`config.mk`:
```
export PLATFORM = sky130hd
export DESIGN_NAME = evt_timer
export DESIGN_NICKNAME = d
export VERILOG_FILES = /design/src/rtl/tmr_pkg.sv /design/src/rtl/tmr_sync.sv /design/src/rtl/tmr_evt_qual.sv /design/src/rtl/tmr_core.sv /design/src/rtl/evt_timer.sv
export SDC_FILE = /design/constraint.sdc
export NUM_CORES = 1
export LEC_CHECK = 0
export BUFFER_PORTS_ARGS = -buffer_cell sky130_fd_sc_hd__clkbuf_2
export CAP_MARGIN = 20
export CORE_ASPECT_RATIO = 1.25
export CORE_MARGIN = 1.5
export CORE_UTILIZATION = 54
export DETAILED_ROUTE_END_ITERATION = 16
export GPL_TIMING_DRIVEN = 0
export PLACE_DENSITY = 0.77
export RECOVER_POWER = 100
export SLEW_MARGIN = 15
export SYNTH_ARGS = -nofsm -noshare
export SYNTH_HDL_FRONTEND = slang
export SYNTH_SLANG_ARGS = --single-unit
```
`constraint.sdc`:
```
create_clock -name clk -period 2.5 [get_ports clk]
set_input_delay 0 -clock clk [delete_from_list [all_inputs] [get_ports clk]]
set_output_delay 0 -clock clk [all_outputs]
set_load 0.005 [all_outputs]
```
`src/rtl/tmr_pkg.sv`:
```
package tmr_pkg;
   // event source selector, control bits 4:3
   typedef enum logic [1:0] {
      SRC_CLK = 2'd0,
      SRC_EXT = 2'd1,
      SRC_PRE = 2'd2
   } src_e;

   // control word; packed MSB first: gate_en=5, src=4:3, cont=2, dual=1, run=0
   typedef struct packed {
      logic gate_en;
      src_e src;
      logic cont;
      logic dual;
      logic run;
   } ctl_t;

   localparam int CTL_W = $bits(ctl_t);
endpackage

```
`src/rtl/tmr_sync.sv`:
```
module tmr_sync #(
   parameter int STAGES = 2
) (
   input  logic clk,
   input  logic rst_n,
   input  logic d,
   output logic q
);
   if (STAGES < 2) begin : g_bad_stages
      $error("tmr_sync: STAGES must be at least 2");
   end

   logic [STAGES-1:0] chain;

   for (genvar i = 0; i < STAGES; i++) begin : g_stage
      if (i == 0) begin : g_first
         always_ff @(posedge clk or negedge rst_n) begin
            if (!rst_n) chain[0] <= 1'b0;
            else        chain[0] <= d;
         end
      end else begin : g_next
         always_ff @(posedge clk or negedge rst_n) begin
            if (!rst_n) chain[i] <= 1'b0;
            else        chain[i] <= chain[i-1];
         end
      end
   end

   assign q = chain[STAGES-1];
endmodule

```
`src/rtl/tmr_evt_qual.sv`:
```
module tmr_evt_qual
   import tmr_pkg::*;
#(
   parameter int SVC_DIV = 4
) (
   input  logic clk,
   input  logic rst_n,
   input  ctl_t ctl,
   input  logic ctl_wr,
   input  logic ext_s,
   input  logic gate_s,
   input  logic pre_tick,
   output logic svc,
   output logic adv
);
   if (SVC_DIV < 1 || (SVC_DIV & (SVC_DIV - 1)) != 0) begin : g_bad_div
      $error("tmr_evt_qual: SVC_DIV must be a power of two");
   end

   // service slot generation
   if (SVC_DIV == 1) begin : g_every
      assign svc = 1'b1;
   end else begin : g_phase
      localparam int PH_W = $clog2(SVC_DIV);
      logic [PH_W-1:0] phase;
      always_ff @(posedge clk or negedge rst_n) begin
         if (!rst_n) phase <= '0;
         else        phase <= phase + 1'b1;
      end
      assign svc = (phase == PH_W'(SVC_DIV - 1));
   end

   // edge detect on the synchronised external clock
   logic ext_d;
   logic rise;
   always_ff @(posedge clk or negedge rst_n) begin
      if (!rst_n) ext_d <= 1'b0;
      else        ext_d <= ext_s;
   end
   assign rise = ext_s & ~ext_d;

   logic evt_now;
   logic latchable;
   always_comb begin
      case (ctl.src)
         SRC_CLK: evt_now = 1'b1;
         SRC_EXT: evt_now = rise;
         SRC_PRE: evt_now = pre_tick;
         default: evt_now = 1'b0;
      endcase
   end
   assign latchable = (ctl.src != SRC_CLK);

   // hold an edge or pulse until the next service slot
   logic pend;
   always_ff @(posedge clk or negedge rst_n) begin
      if (!rst_n)                       pend <= 1'b0;
      else if (ctl_wr || !ctl.run || svc) pend <= 1'b0;
      else if (latchable && evt_now)    pend <= 1'b1;
   end

   logic gate_ok;
   assign gate_ok = !ctl.gate_en || gate_s;
   assign adv     = svc && ctl.run && gate_ok && (evt_now || pend);
endmodule

```
`src/rtl/tmr_core.sv`:
```
module tmr_core #(
   parameter int W = 16
) (
   input  logic         clk,
   input  logic         rst_n,
   input  logic         adv,
   input  logic         dual,
   input  logic         sel_clr,
   input  logic         cnt_we,
   input  logic [W-1:0] wdata,
   input  logic [W-1:0] lim_pri,
   input  logic [W-1:0] lim_sec,
   output logic [W-1:0] count,
   output logic         sel,
   output logic         tc,
   output logic         out_q,
   output logic         done
);
   localparam logic [W:0] FULL = {1'b1, {W{1'b0}}};

   logic [W:0]   nxt;
   logic [W-1:0] lim_act;
   logic [W:0]   lim_eff;
   logic         hit;
   logic         sel_nxt;

   assign nxt     = {1'b0, count} + 1'b1;
   assign lim_act = sel ? lim_sec : lim_pri;
   assign lim_eff = (lim_act == '0) ? FULL : {1'b0, lim_act};
   assign hit     = adv && !cnt_we && (nxt == lim_eff);
   assign done    = hit && (!dual || sel);

   always_comb begin
      if (sel_clr || !dual) sel_nxt = 1'b0;
      else if (hit)         sel_nxt = ~sel;
      else                  sel_nxt = sel;
   end

   always_ff @(posedge clk or negedge rst_n) begin
      if (!rst_n) begin
         count <= '0;
         sel   <= 1'b0;
         tc    <= 1'b0;
         out_q <= 1'b1;
      end else begin
         if (cnt_we)   count <= wdata;
         else if (hit) count <= '0;
         else if (adv) count <= nxt[W-1:0];
         sel   <= sel_nxt;
         tc    <= hit;
         out_q <= dual ? ~sel_nxt : ~hit;
      end
   end
endmodule

```
`src/rtl/evt_timer.sv`:
```
module evt_timer
   import tmr_pkg::*;
#(
   parameter int W           = 16,
   parameter int SVC_DIV     = 4,
   parameter int SYNC_STAGES = 2
) (
   input  logic         clk,
   input  logic         rst_n,
   input  logic         cnt_we,
   input  logic         pri_we,
   input  logic         sec_we,
   input  logic         ctl_we,
   input  logic [W-1:0] wdata,
   input  logic         ext_clk,
   input  logic         ext_gate,
   input  logic         pre_tick,
   output logic [W-1:0] count_q,
   output logic         tmr_out,
   output logic         tc_irq
);
   if (W < CTL_W) begin : g_bad_w
      $error("evt_timer: W must hold the control word");
   end

   ctl_t         ctl_q;
   logic [W-1:0] pri_q;
   logic [W-1:0] sec_q;
   logic         ext_s;
   logic         gate_s;
   logic         svc_w;
   logic         adv_w;
   logic         sel_w;
   logic         done_w;

   always_ff @(posedge clk or negedge rst_n) begin
      if (!rst_n) begin
         ctl_q <= '0;
         pri_q <= '0;
         sec_q <= '0;
      end else begin
         if (ctl_we)                       ctl_q     <= ctl_t'(wdata[CTL_W-1:0]);
         else if (done_w && !ctl_q.cont)   ctl_q.run <= 1'b0;
         if (pri_we) pri_q <= wdata;
         if (sec_we) sec_q <= wdata;
      end
   end

   tmr_sync #(.STAGES(SYNC_STAGES)) u_sync_ext (
      .clk(clk), .rst_n(rst_n), .d(ext_clk), .q(ext_s)
   );
   tmr_sync #(.STAGES(SYNC_STAGES)) u_sync_gate (
      .clk(clk), .rst_n(rst_n), .d(ext_gate), .q(gate_s)
   );

   tmr_evt_qual #(.SVC_DIV(SVC_DIV)) u_qual (
      .clk(clk), .rst_n(rst_n), .ctl(ctl_q), .ctl_wr(ctl_we),
      .ext_s(ext_s), .gate_s(gate_s), .pre_tick(pre_tick),
      .svc(svc_w), .adv(adv_w)
   );

   tmr_core #(.W(W)) u_core (
      .clk(clk), .rst_n(rst_n), .adv(adv_w), .dual(ctl_q.dual),
      .sel_clr(ctl_we), .cnt_we(cnt_we), .wdata(wdata),
      .lim_pri(pri_q), .lim_sec(sec_q),
      .count(count_q), .sel(sel_w), .tc(tc_irq), .out_q(tmr_out),
      .done(done_w)
   );
endmodule

```
# ---- After elaboration in Yosys (flattened, before gate mapping)
# Cells that the tools add are included.
dict set report op_classes {
  eq_ne 4
  muxes 13
  bitwise 5
  n_addsub 2
  reduce_logical 25
}
# op count
set ops {}
lappend ops {{$mux 16} 4}
lappend ops {{$add 16x1->17 const B} 1}
lappend ops {{$eq 17x17->1} 1}
lappend ops {{$mux 17} 1}
lappend ops {{$logic_not 16->1} 1}
lappend ops {{$logic_and 1x1->1} 8}
lappend ops {{$mux 1} 7}
lappend ops {{$logic_or 1x1->1} 6}
lappend ops {{$reduce_bool 2->1} 3}
lappend ops {{$logic_not 1->1} 5}
lappend ops {{$eq 2x2->1 const B} 2}
lappend ops {{$not 1->1} 4}
lappend ops {{$pmux 1 s3} 1}
lappend ops {{$reduce_bool 3->1} 1}
lappend ops {{$add 2x1->2 const B} 1}
lappend ops {{$eq 2x1->1 const B} 1}
lappend ops {{$logic_not 2->1} 1}
lappend ops {{$and 1x1->1} 1}
dict set report word_totals {
  wordCells 67
  reg_bits 65
  out_inout_bits 18
}

# ---- Logic depth before layout (Yosys ltp)
dict set report depth {
  depth_word 11
  ltp_mapped 12
  mapped_depth_nobuf 9
}

# ---- Hierarchy
# Synthesis repeated with hierarchy kept, for this count alone.
dict set report hier_totals {
  hier_cells 352
  area_unflattened_um2 3849.9
}
# module cells_each area_each_um2 n_inst
set modules_own_cells {}
lappend modules_own_cells {tmr_core 249 2043.2 1}
lappend modules_own_cells {evt_timer 84 1531.5 1}
lappend modules_own_cells {tmr_evt_qual 15 175.2 1}
lappend modules_own_cells {tmr_sync 2 50.0 2}

# ---- Worst setup path after synthesis
# Ideal clock, no wire load.
dict set report synth_path {
  kind {flip-flop to flip-flop}
  startpoint {register u_core.count[0]}
  endpoint {register u_core.count[13]}
  path_slack_ps -133
  path_buffers 1
  period_less_slack_ps 2633
  required_time_ps 2393
  arrival_time_ps 2526
  stages_incl_launch_ff 11
  cell_sequence {dfrtp_1 > ha_1 > nand3_1 > or3_1 > buf_6 > or4_4 > o21ai_2 > nor4_4 > nand3_2 > nor4b_4 > a2111oi_4}
}
dict set report synth_via {
  elab_chain_cells 5
}
# item line
set synth_lines {}
lappend synth_lines {{start: declaration} tmr_core.sv:13} ;# output logic [W-1:0] count,
lappend synth_lines {{start signal: assignment} tmr_core.sv:46} ;# if (cnt_we) count <= wdata;
lappend synth_lines {{start signal: assignment} tmr_core.sv:48} ;# else if (adv) count <= nxt[W-1:0];
lappend synth_lines {{$add 16x1->17 (*)} tmr_core.sv:27} ;# assign nxt = {1'b0, count} + 1'b1;
lappend synth_lines {{$eq 17x17->1} tmr_core.sv:30} ;# assign hit = adv && !cnt_we && (nxt == lim_eff);
lappend synth_lines {{$logic_and 1x1->1} tmr_core.sv:30}
lappend synth_lines {{$mux 16} tmr_core.sv:47} ;# else if (hit) count <= '0;
lappend synth_lines {{$mux 16} tmr_core.sv:46}
# Every way passes the cells marked *; elsewhere a longest branch is shown, timed or not. The select of a mux whose other input is x is not followed.
# A chain may end at the register's enable or synchronous reset.

# ---- Worst setup path in the final report
dict set report layout_path {
  startpoint {register u_core.count[2]}
  endpoint {register u_core.count[0]}
}
dict set report layout_via {
  elab_chain_cells 5
}
# item line
set layout_lines {}
lappend layout_lines {{$add 16x1->17 (*)} tmr_core.sv:27}
lappend layout_lines {{$eq 17x17->1 (*)} tmr_core.sv:30}
lappend layout_lines {{$logic_and 1x1->1 (*)} tmr_core.sv:30}
lappend layout_lines {{$mux 16} tmr_core.sv:47}
lappend layout_lines {{$mux 16} tmr_core.sv:46}
# Every way passes the cells marked *; elsewhere a longest branch is shown, timed or not.

==> impl_metrics.yaml <==
setup_path:
  worst-setup-path-type: "register to register"
  worstReg2RegStart: "u_core.count[2]"
  critPathMaxStageDelay_ps: 360
  cp.arrival_ps: 3010
  reg2reg_to: "u_core.count[0]"
  slowest_stage: "dfrtp_1"
  cp-end-kind: "register"
  r2r_cells: 11
  cp-start-kind: "register"
  crit_required_ps: 2730
  cp_max_fo: 10
  crit_chain: "buf_4, and4_1, nand4_1, xnor2_1, nand4_1, nor4_4, buf_4, nand4_4, buf_6, a21oi_2, o21ai_1"
  rrSetupSlack_ps: -280
hold_path:
  worstHoldStart: "ctl_we"
  hold_path_end: "ctl_q[0]"
  hp-class: "input pin to register"
  hold_depth: 3
floorplan:
  die_h_um: 99.9
  core_area_sq_um: 7310
  initial_core_util_pct: 55.4
  die_area_sq_um: 8040
  num_rows: 35
  die_w_um: 80.5
  boundaryPins: 43
global_route:
  grt.overflow.total: 0
  antenna_found_initial: 0
  grt_usage_pct: 31.1
  grt_max_degree: 48
  grt_pass1_vias: 3742
  grt_first_pass_wirelength_um: 18600
sta:
  fin_crit_sh_pct: 111
  hold_viol_final: 0
  hold_ws_ps: 58.3
  rsz0062_at_grt: "true"
  period_needed_ps: 2780
  tightest_slew_ps: 1120
  slew_headroom_pct: 25.2
  drv_slew: 0
  timing.fmax_mhz: 360
  setup_viol: 18
  fin_ws_ps: -277
  fin_skew_ps: 19.6
drt:
  drt-total-wl_um: 12100
  antenna_left: 0
  viasPerCell: 6.32
  drtIter0Drc: 301
  routedWlPerCell_um: 20.4
  dr.pass1.iters: 5
  num_vias: 3741
  drc: 0
clocking:
  root_buffer: "clkbuf_8"
  clock_path_buffers: 2
  cts_made_buffers: 9
  cts.clk_slew.worst_paths_ps: 90
  cts_tree: "yes"
  clk_latency_ps: 360
  htree_levels: 3
  cts_num_sinks: 65
yosys:
  netlist_area_sq_um: 4050
  syn_area_per_cell_sq_um: 10.2
  synth_cell_types: 69
  synth-async-reset-ratio_pct: 100
  ys_seq_area_share_pct: 40.2
  syn-num-nets: 426
  syn_inst: 399
  yosysWarnings: 0
  synth_seq_cells: 65
  synth_ff_type: "dfrtp_1"
  synth_edf_count: 0
layout:
  area.sequential_sq_um: 1630
  drive_gt1_share_pct: 38.6
  multi_input_area_sq_um: 2530
  postLayoutCellArea_sq_um: 5340
  final_util_pct: 73.0
  antenna_cells: 0
  fill_cells: 470
  finalNetCount: 522
  syn2layout_area_growth_pct: 31.8
flow_run:
  drv_cap: 0
placement:
  placed_cell_area_sq_um: 4400
  dp_hpwl_um: 7990
  port_buffers: 38
  place_congestion: 0.975
power:
  p_per_area_nw_per_um2: 590
  p_leak_uw: 0.00212
  irDropWorstVdd_mv: 0.689
  power_uw: 3150
run_status:
  violations: "negative setup slack"
  outcome: "finished, violations left"
cell type report:
| cell class | instances | area share (%) |
|---|---|---|
| Inverter | 5 | 0.351 |
| Tap cell | 92 | 2.16 |
| Sequential cell | 65 | 30.6 |
| Buffer | 30 | 3.63 |
| Multi-Input combinational cell | 299 | 47.4 |
| Clock inverter | 7 | 2.04 |
| Clock buffer | 9 | 2.32 |
| Timing Repair Buffer | 85 | 11.5 |
cells in the mapped netlist (all sizes together) (3+ instances only):
master / count / area, sq um
or4: 3 / 26.3
or3: 4 / 25.0
xor2: 10 / 87.6
o211ai: 5 / 37.5
buf: 13 / 100
nand3b: 6 / 45.0
nand2: 30 / 113
nor2: 19 / 78.8
nand3: 16 / 85.1
nand2b: 9 / 56.3
mux2: 39 / 439
nand4: 13 / 109
nor4: 20 / 168
mux2i: 16 / 160
and3b: 4 / 35.0
and4: 4 / 35.0
nor3b: 3 / 22.5
o21ai: 14 / 73.8
clkbuf: 17 / 65.1
nor4b: 4 / 50.1
xnor2: 12 / 105
a21oi: 13 / 68.8
nor2b: 9 / 56.3
inv: 5 / 18.8
dfrtp: 64 / 1600
nor3: 15 / 80.1
worst max path at each step:
| stage | start | endpoint | slack [ps] | cells after the start |
|---|---|---|---|---|
| 6_report | u_core.count[2] | u_core.count[0] | -280 | 11 |
| 5_1_grt | u_core.sel | u_core.count[13] | -370 | 12 |
| 4_1_cts | u_core.sel | u_core.count[13] | -180 | 12 |
| 3_5_place_dp | u_core.count[0] | u_core.count[8] | -410 | 11 |
| 3_3_place_gp | u_core.count[0] | u_core.count[3] | -390 | 11 |
| 2_1_floorplan | u_core.count[0] | u_core.count[13] | 10 | 10 |
per-layer routing:
layer / track usage (%) / share of wire [%]
met1: 37.0 / 39
met2: 51.7 / 50
met3: 5.00 / 5.7
met4: 19.8 / 4.7
met5: 0 / 0
what timing repair did:
action | 4_1_cts | 5_1_grt
pin swaps | 17 | 17
buffers inserted | 23 | 2
gates cloned | 2 | 0
gates resized for setup | 48 | 25
hold buffers | 19 | 0
hold endpoints to repair | 117 | 0
setup endpoints to repair | 19 | 20
power by group:
group	internal (uW)	switching, uW	leakage, uW
sequential	1150	108	0.000758
clock	584	500	0.000118
combinational	378	432	0.00124
flip-flops by register name, indices dropped and copies added, names as in the netlist, 2 cells and up:
register,count
ctl_q,6
u_qual.g_phase.phase,2
u_core.count,16
sec_q,16
pri_q,16
metrics by stage:
stage	setup WS, ps	setup TNS [ps]	std cells
after floorplan	13.6	0	399
after global placement	-394	-5800	529
after detailed placement	-415	-6030	530
after CTS	-176	-2480	590
after global routing	-368	-6460	592
final	-277	-4240	592
critical path, delay by kind of cell, from the launching register on:
family          cells  cell delay (ps)
compound gates      2              200
xor+xnor            1              280
buf+inv             3              560
flops               1              360
simple gates        5             1240
cell usage in the layout, fill, tap and decap left out, types with 4 or more instances in the layout:
cell           netlist  routed
dfrtp_2              0       5
o211ai_1             5       5
buf_6                5       8
and3b_1              4       4
and4_1               4       4
inv_1                5       5
nor3_1              14      11
clkbuf_8             0       9
o21ai_2              1       8
dlygate4sd3_1        0      19
nand4_1             10      10
dfrtp_1             64      59
clkbuf_2             1      36
nor2_1              18      15
nand3b_1             6       6
nand2b_1             9       9
mux2i_4              0       5
buf_4                2      25
nand2_1             30      29
xnor2_1             12      10
nand3_1             15      13
mux2i_1             16       7
clkbuf_1            16      20
xor2_1              10       8
mux2i_2              0       4
or3_1                4       4
nor2b_1              9       9
mux2_2              39      39
a21oi_1             12      10
nor4_1              16      16
cells by family after synthesis:
kind of cell / after synthesis / share of synthesized area [%]
buffers and inverters: 35 / 4.54
and+or+nand+nor: 168 / 26.1
DFF: 65 / 40.2
AOI/OAI and AO/OA: 52 / 9.05
xor gates and xnor gates: 22 / 4.75
muxes: 55 / 14.8
adders and majority gates: 2 / 0.617
Power figures use the tool's default switching activity.
